[src/rtl/mhd_pkg.sv]
package mhd_pkg;
  localparam int unsigned NUM_HOLES = 3;
  localparam int unsigned SZ_W      = 3;
  localparam int unsigned MAX_LOG2  = 5;

  typedef enum int unsigned {
    HOLE_LOW  = 0,
    HOLE_MID  = 1,
    HOLE_HIGH = 2
  } hole_idx_e;
endpackage

[src/rtl/mhd_hole_slot.sv]
module mhd_hole_slot
  import mhd_pkg::*;
#(
  parameter int unsigned PN_W = 12
) (
  input  logic            en_i,
  input  logic [PN_W-1:0] base_i,
  input  logic [SZ_W-1:0] size_i,
  input  logic [PN_W-1:0] page_i,
  output logic            hit_o,
  output logic            bad_size_o,
  output logic [PN_W-1:0] eff_base_o,
  output logic [PN_W-1:0] mask_o,
  output logic [PN_W-1:0] span_o
);
  localparam logic [PN_W-1:0] ONE = PN_W'(1);
  logic [SZ_W-1:0] log_c;

  always_comb begin
    bad_size_o = en_i && (size_i > SZ_W'(MAX_LOG2));
    log_c      = (size_i > SZ_W'(MAX_LOG2)) ? SZ_W'(MAX_LOG2) : size_i;
    mask_o     = {PN_W{1'b1}} << log_c;
    eff_base_o = base_i & mask_o;
    hit_o      = en_i && ((page_i & mask_o) == eff_base_o);
    span_o     = en_i ? (ONE << log_c) : '0;
  end
endmodule

[src/rtl/mhd_cfg_check.sv]
module mhd_cfg_check
  import mhd_pkg::*;
#(
  parameter int unsigned PN_W = 12
) (
  input  logic [NUM_HOLES-1:0]           en_i,
  input  logic [NUM_HOLES-1:0]           bad_size_i,
  input  logic [NUM_HOLES-1:0][PN_W-1:0] eff_base_i,
  input  logic [NUM_HOLES-1:0][PN_W-1:0] mask_i,
  output logic                           err_o
);
  logic overlap, order_bad;

  always_comb begin
    overlap   = 1'b0;
    order_bad = 1'b0;
    for (int i = 0; i < NUM_HOLES; i++) begin
      for (int j = i + 1; j < NUM_HOLES; j++) begin
        // aligned power-of-two blocks overlap iff equal under the coarser mask
        if (en_i[i] && en_i[j] &&
            ((eff_base_i[i] & mask_i[i] & mask_i[j]) ==
             (eff_base_i[j] & mask_i[i] & mask_i[j])))
          overlap = 1'b1;
      end
      if (i != HOLE_LOW && en_i[HOLE_LOW] && en_i[i] &&
          !(eff_base_i[HOLE_LOW] < eff_base_i[i]))
        order_bad = 1'b1;
    end
    err_o = overlap || order_bad || (|bad_size_i);
  end
endmodule

[src/rtl/mhd_reclaim.sv]
module mhd_reclaim
  import mhd_pkg::*;
#(
  parameter int unsigned PN_W = 12
) (
  input  logic                           reclaim_en_i,
  input  logic [PN_W-1:0]                page_i,
  input  logic [PN_W-1:0]                top_i,
  input  logic [NUM_HOLES-1:0][PN_W-1:0] eff_base_i,
  input  logic [NUM_HOLES-1:0][PN_W-1:0] span_i,
  output logic                           in_win_o,
  output logic [PN_W-1:0]                dram_page_o
);
  localparam int unsigned EW = PN_W + 2;

  logic [EW-1:0] base_a, base_b, base_c, span_a, span_b, span_c;
  logic [EW-1:0] page_x, top_x, end_x, off, cut1, cut2, pg_x;

  always_comb begin
    // low hole first, then middle/high by ascending base
    base_a = EW'(eff_base_i[HOLE_LOW]);
    span_a = EW'(span_i[HOLE_LOW]);
    if (eff_base_i[HOLE_HIGH] < eff_base_i[HOLE_MID]) begin
      base_b = EW'(eff_base_i[HOLE_HIGH]); span_b = EW'(span_i[HOLE_HIGH]);
      base_c = EW'(eff_base_i[HOLE_MID]);  span_c = EW'(span_i[HOLE_MID]);
    end else begin
      base_b = EW'(eff_base_i[HOLE_MID]);  span_b = EW'(span_i[HOLE_MID]);
      base_c = EW'(eff_base_i[HOLE_HIGH]); span_c = EW'(span_i[HOLE_HIGH]);
    end
    page_x = EW'(page_i);
    top_x  = EW'(top_i);
    end_x  = top_x + span_a + span_b + span_c;
    off    = page_x - top_x;
    cut1   = span_a;
    cut2   = span_a + span_b;
    in_win_o = reclaim_en_i && (page_x >= top_x) && (page_x < end_x);
    if (off < cut1)      pg_x = base_a + off;
    else if (off < cut2) pg_x = base_b + off - cut1;
    else                 pg_x = base_c + off - cut2;
    dram_page_o = pg_x[PN_W-1:0];
  end
endmodule

[src/rtl/mem_hole_decoder.sv]
module mem_hole_decoder
  import mhd_pkg::*;
#(
  parameter int unsigned ADDR_W   = 32,
  parameter int unsigned MB_SHIFT = 20
) (
  input  logic                      clk_i,
  input  logic                      rst_ni,
  input  logic [ADDR_W-1:0]         addr_i,
  input  logic [NUM_HOLES-1:0]      hole_en_i,
  input  logic [NUM_HOLES*(ADDR_W-MB_SHIFT)-1:0] hole_base_i,
  input  logic [NUM_HOLES*SZ_W-1:0] hole_size_i,
  input  logic [ADDR_W-MB_SHIFT-1:0] top_mem_i,
  input  logic                      reclaim_en_i,
  output logic                      to_pci_o,
  output logic [ADDR_W-1:0]         dram_addr_o,
  output logic                      cfg_err_o
);
  localparam int unsigned PN_W = ADDR_W - MB_SHIFT;

  logic [PN_W-1:0]                page;
  logic [NUM_HOLES-1:0]           hit, bad_size;
  logic [NUM_HOLES-1:0][PN_W-1:0] eff_base, mask, span;
  logic                           cfg_err, in_win, below_top, pci_d;
  logic [PN_W-1:0]                win_page;
  logic [ADDR_W-1:0]              dram_d;

  assign page = addr_i[ADDR_W-1 -: PN_W];

  for (genvar g = 0; g < NUM_HOLES; g++) begin : g_hole
    mhd_hole_slot #(.PN_W(PN_W)) u_slot (
      .en_i      (hole_en_i[g]),
      .base_i    (hole_base_i[g*PN_W +: PN_W]),
      .size_i    (hole_size_i[g*SZ_W +: SZ_W]),
      .page_i    (page),
      .hit_o     (hit[g]),
      .bad_size_o(bad_size[g]),
      .eff_base_o(eff_base[g]),
      .mask_o    (mask[g]),
      .span_o    (span[g])
    );
  end

  mhd_cfg_check #(.PN_W(PN_W)) u_cfg (
    .en_i      (hole_en_i),
    .bad_size_i(bad_size),
    .eff_base_i(eff_base),
    .mask_i    (mask),
    .err_o     (cfg_err)
  );

  mhd_reclaim #(.PN_W(PN_W)) u_reclaim (
    .reclaim_en_i(reclaim_en_i),
    .page_i      (page),
    .top_i       (top_mem_i),
    .eff_base_i  (eff_base),
    .span_i      (span),
    .in_win_o    (in_win),
    .dram_page_o (win_page)
  );

  always_comb begin
    below_top = page < top_mem_i;
    pci_d     = cfg_err || (|hit) || !(below_top || in_win);
    if (pci_d)          dram_d = '0;
    else if (below_top) dram_d = addr_i;
    else                dram_d = {win_page, addr_i[MB_SHIFT-1:0]};
  end

  always_ff @(posedge clk_i or negedge rst_ni) begin
    if (!rst_ni) begin
      to_pci_o    <= 1'b1;
      dram_addr_o <= '0;
      cfg_err_o   <= 1'b0;
    end else begin
      to_pci_o    <= pci_d;
      dram_addr_o <= dram_d;
      cfg_err_o   <= cfg_err;
    end
  end
endmodule

[config.mk]
export PLATFORM = sky130hd
export DESIGN_NAME = mem_hole_decoder
export DESIGN_NICKNAME = d
export VERILOG_FILES = /design/src/rtl/mhd_pkg.sv /design/src/rtl/mhd_hole_slot.sv /design/src/rtl/mhd_cfg_check.sv /design/src/rtl/mhd_reclaim.sv /design/src/rtl/mem_hole_decoder.sv
export SDC_FILE = /design/constraint.sdc
export NUM_CORES = 1
export LEC_CHECK = 0
export CORE_AREA = 2 2 139 141
export CTS_CLUSTER_SIZE = 16
export DETAILED_ROUTE_END_ITERATION = 7
export DIE_AREA = 0 0 141 143
export PLACE_DENSITY = 0.73
export SLEW_MARGIN = 10
export SYNTH_ARGS = -nofsm -noshare
export SYNTH_HDL_FRONTEND = slang
export SYNTH_SLANG_ARGS = --single-unit
[constraint.sdc]
create_clock -name clk_i -period 1.45 [get_ports clk_i]
set_input_delay 0.145 -clock clk_i [delete_from_list [all_inputs] [get_ports clk_i]]
set_output_delay 0.145 -clock clk_i [all_outputs]
set_load 0.005 [all_outputs]
Word level (Yosys, flattened, before mapping):

Cells that the tools add are included.

* $add $sub $neg: 10
* magnitude comparators: 11
* equality and inequality tests: 6
* shift-type cells: 6
* multiplexer cells: 19
* bitwise operators: 17
* reduce and logical (&&, ||, !) cells: 26

Operators by type and width (number)
* $and A12 B12 Y12: 17
* $mux W12: 9
* $eq A12 B12 Y1: 6
* $mux W32: 2
* $lt A12 B12 Y1: 4
* $add A12 B12 Y12: 3
* $shl A1 B3 Y12 const A: 3
* $shl A12 B3 Y12 const A: 3
* $add A14 B12 Y14: 2
* $add A12 B12 Y13: 2
* $sub A12 B12 Y12: 2
* $logic_and A1 B1 Y1: 16
* $lt A12 B14 Y1: 1
* $lt A14 B12 Y1: 1
* $lt A14 B13 Y1: 1
* $sub A12 B12 Y13: 1
* $ge A12 B12 Y1: 1
* $gt A3 B3 Y1 const B: 3
* $mux W3: 3
* $reduce_or A3 Y1: 2
* $logic_or A1 B1 Y1: 5
* $mux W1: 5
* $logic_not A1 Y1: 3

* register bits after elaboration: 34
* logic and storage cells: 98

Depth between registers and ports, before layout:

* depth in word-level cells: 16
* gate-level depth with buffers: 34

Modules after synthesis:

From an unflattened synthesis, not the netlist that was laid out.

* cells, all modules: 1262
* area, all modules: 10224.8 um^2

By module, submodules not included
* mhd_reclaim: times used 1, cells each 735, area each 5992.0 um^2
* mem_hole_decoder: times used 1, cells each 163, area each 1662.8 um^2
* mhd_hole_slot: times used 3, cells each 66, area each 457.9 um^2
* mhd_cfg_check: times used 1, cells each 166, area each 1196.1 um^2

Worst setup path before layout:

OpenSTA, ideal clock, no wires.

* path kind: in2reg
* from: input hole_size_i[8]
* to: register dram_addr_o[29]
* setup time: 0.067 ns
* arrival time: 6.453 ns
* required time: 1.383 ns
* path slack: -5.070 ns
* stages: 31
* cell sequence: clkbuf_1 clkbuf_1 nand3b_1 inv_1 ha_1 o21a_1 o31ai_1 a2111oi_2 nor4_4 clkbuf_1 buf_2 mux2i_1 fa_1 ha_1 fa_1 a21o_1 a21oi_1 o21bai_1 a21oi_1 o21bai_1 a21oi_1 xnor2_1 xnor2_1 ha_1 o21ai_0 a21oi_1 a2111oi_0 o31ai_1 a211oi_4 buf_6 o221a_1

* cells in the longest elaborated chain, start to end: 15
* elaborated cells between the ends (all ways): 53

RTL lines
* start, declared: RTL line mem_hole_decoder.sv:12 `input logic [NUM_HOLES*SZ_W-1:0] hole_size_i,`
* branches (longest 14 deep; another with $add A14 B12 Y14)
* $mux W32 (*): RTL line mem_hole_decoder.sv:65 `if (pci_d) dram_d = '0;`
* net dram_d[29]: RTL line mem_hole_decoder.sv:26 `logic [ADDR_W-1:0] dram_d;`
* end signal, assigned: RTL line mem_hole_decoder.sv:77 `dram_addr_o <= dram_d;`
* end, declared: RTL line mem_hole_decoder.sv:16 `output logic [ADDR_W-1:0] dram_addr_o,`

Mark *: on every way through the listed nets, which the timed path passes.

Worst setup path after layout:

* from: input hole_base_i[23]
* to: register dram_addr_o[31]

* cells in the longest elaborated chain, start to end: 13
* elaborated cells between the ends (all ways): 45

RTL lines
* start, declared: RTL line mem_hole_decoder.sv:11 `input logic [NUM_HOLES*(ADDR_W-MB_SHIFT)-1:0] hole_base_i,`
* $and A12 B12 Y12 (*): RTL line mhd_hole_slot.sv:23 `eff_base_o = base_i & mask_o;`
* branches (longest 11 deep; another with $add A14 B12 Y14)
* $mux W32 (*): RTL line mem_hole_decoder.sv:65
* net dram_d[31]: RTL line mem_hole_decoder.sv:26

Marks and branches as above.

==> metrics.cfg <==
[outcome]
status = finished, violations left
failed_checks = setup timing

[worst_setup_path]
end_kind = flip-flop
crit_type = in2reg
cp_slowest_cell = or3b_4
critPathMostFrequentCell = buf_6
cp-start-kind = input pin
required_ns = 1.66
crit_buf_inv = 8
crit_fanout = 6
path_delay_family = compound AO/OA/AOI/OAI gates
cp_data_arrival_time_ns = 6.20
slowest_delay_ns = 0.48

[placed_design]
placed_area_um2 = 12300
gp_congestion = 1.03
place_inst = 1705
port_buffers = 128
hpwl_mm = 26.3

[floorplan]
start_util_pct = 44.3
rows = 50
ioPinCount = 129
core-area_um2 = 18600
die_x_um = 141
dieHeight_um = 143
die_area_um2 = 20200

[sta]
setup_violations = 34
layout_setup_ws_ns = -4.53
rsz0062_at_grt = true
hold_violations = 0
worst_pin_slew_ns = 0.552
slew_violations = 0
fmax_ghz = 0.167
min_period_ns = 5.98
hold-worst-slack_ns = 0.226
fin_crit_sh_pct = 413
fin_setup_tns_ns = -148.52
slew_headroom_pct = 62.3

[global_route]
grt_pass1_vias = 10200
track_usage_pct = 33.9
grt_start_max_net_pins = 44
grt_pass1_wl_mm = 52.8
antenna_found_initial = 0
grt-ovfl-total = 0

[pwr]
p_per_area_nw_per_um2 = 906
power.leakage_nw = 6.63
power_mw = 12.2
ir_drop_mv = 0.571

[route]
vias_per_cell = 5.69
postRouteAntennaNets = 0
wl_per_cell_um = 19.7
drc = 0
via_count = 10100
drt-total-wl_mm = 35.1
first_pass_iters = 5
drt_iter0_drc = 785

[yosys]
avgSynthCellArea_um2 = 7.89
ys_seq_area_share_pct = 10.3
synthCells = 1044
yosys_register_bits = 34
ys_types = 73
synth_area_um2 = 8240
yosys_warnings = 0
synthFlopType = dfrtp_1
synth-edff-count = 0
ys_async_sr_fraction_pct = 100

[cts]
cts_max_level = 2
cts_tree = built
numClockSinks = 34
holdBufCountCts = 0
cts_root_buffer = clkbuf_16
clockBufferDepth = 2
numCtsBuffers = 5
clk_pin_slew_ns = 0.06

[hold_path]
worstHoldPathType = in2async

[layout]
layout-drive-gt1-share_pct = 34.0
area_growth_pct = 63.0
final_cells = 1780
postLayoutCellArea_um2 = 13400
n_antenna_cell = 0
fin_nets = 1803

[job]
cap_violations = 0

==> through the flow <==
stage / worst slack (ns) / utilization (%)
after global placement: -4.93 / 66.0
after CTS: -4.24 / 71.5
final: -4.53 / 72.3
after floorplan: -4.37 / -
after detailed placement: -5.22 / 66.0
after global routing: -4.74 / 72.3
==> cells by family (layout without fill, tap and decap cells) <==
family          after synthesis  count (layout)  share of synthesized area [%]
other cells                   2              14                         0.0912
compound gates              281             281                           22.5
fa+ha+maj                   163             163                           27.5
buf+inv                     157             647                           7.62
mux                          29              29                           3.63
flops                        34              34                           10.3
xor+xnor                    108             108                           11.5
simple gates                270             270                           16.8
==> state kept, by name, summed over array words and instances (netlist names) <==
signal	count
to_pci_o	1
dram_addr_o	32
cfg_err_o	1
==> final timing paths <==
| check | start | end | slack, ns | depth (start not counted) |
|---|---|---|---|---|
| worst max-delay path | hole_base_i[23] | dram_addr_o[31] | -4.53 | 31 |
| worst min-delay path | rst_ni | dram_addr_o[6] | 0.23 | 2 |
| max in group asynchronous | rst_ni | to_pci_o | 0.96 | 2 |
| min in group clk_i | addr_i[0] | dram_addr_o[0] | 0.43 | 2 |
==> placed cells by master, fill, tap and decap left out, types with 9 or more instances in the layout <==
cell type and n:
nor2_1 67, a21oi_1 71, clkdlybuf4s50_1 92, o21ai_0 46
xor2_1 30, a21o_1 27, a21oi_2 9, xnor2_1 78
inv_1 107, nand2_1 49, mux2i_1 17, buf_6 20
nand2b_1 14, nor3_1 20, dfrtp_1 33, dlygate4sd2_1 12
buf_4 371, inv_2 11, nand4_1 10, and2_4 13
ha_4 11, nor2b_1 14, conb_1 14, o211a_1 9
fa_1 28, o21ai_1 12, nand3_1 29, and2_1 9
ha_1 120, o21a_1 10
==> per-layer routing <==
metal	vias up	part of all wire (%)	global-route usage [%]
li1	4688	-	-
met1	4762	39	40.0
met2	548	48	60.2
met3	135	8.0	4.73
met4	0	5.4	16.9
met5	-	0	0
==> Yosys cell counts (all sizes together), types with 23 or more instances <==
cell type	n	area (µm²)
clkbuf	28	105
o21ai	63	315
a21o	27	203
fa	30	601
nand2	53	199
ha	133	1660
and2	23	144
dfrtp	33	826
nor2	72	270
a21oi	81	405
xor2	30	263
nand3	29	145
xnor2	78	683
inv	118	443
==> area by class of cell <==
cell class	count	area, µm²
well taps	234	293
fillers	1406	5150
clock buffers	8	136
repair buffers	521	4360
inverters	118	443
multi-input cells	865	7340
flip-flops and latches	34	852
==> power by group <==
part | switching, mW | total (mW) | internal, mW | leakage [nW]
registers | 0.0465 | 1.17 | 1.12 | 0.441
logic | 4.80 | 9.97 | 5.17 | 6.12
clock network | 0.383 | 1.02 | 0.638 | 0.0652
==> timing repair <==
item | in CTS | in global routing
setup buffers | 82 | 16
resized for setup | 148 | 84
pin swaps | 23 | 45
setup endpoints to repair | 34 | 35
gates cloned | 3 | 1
No activity file was read; power rests on OpenSTA's default activity.
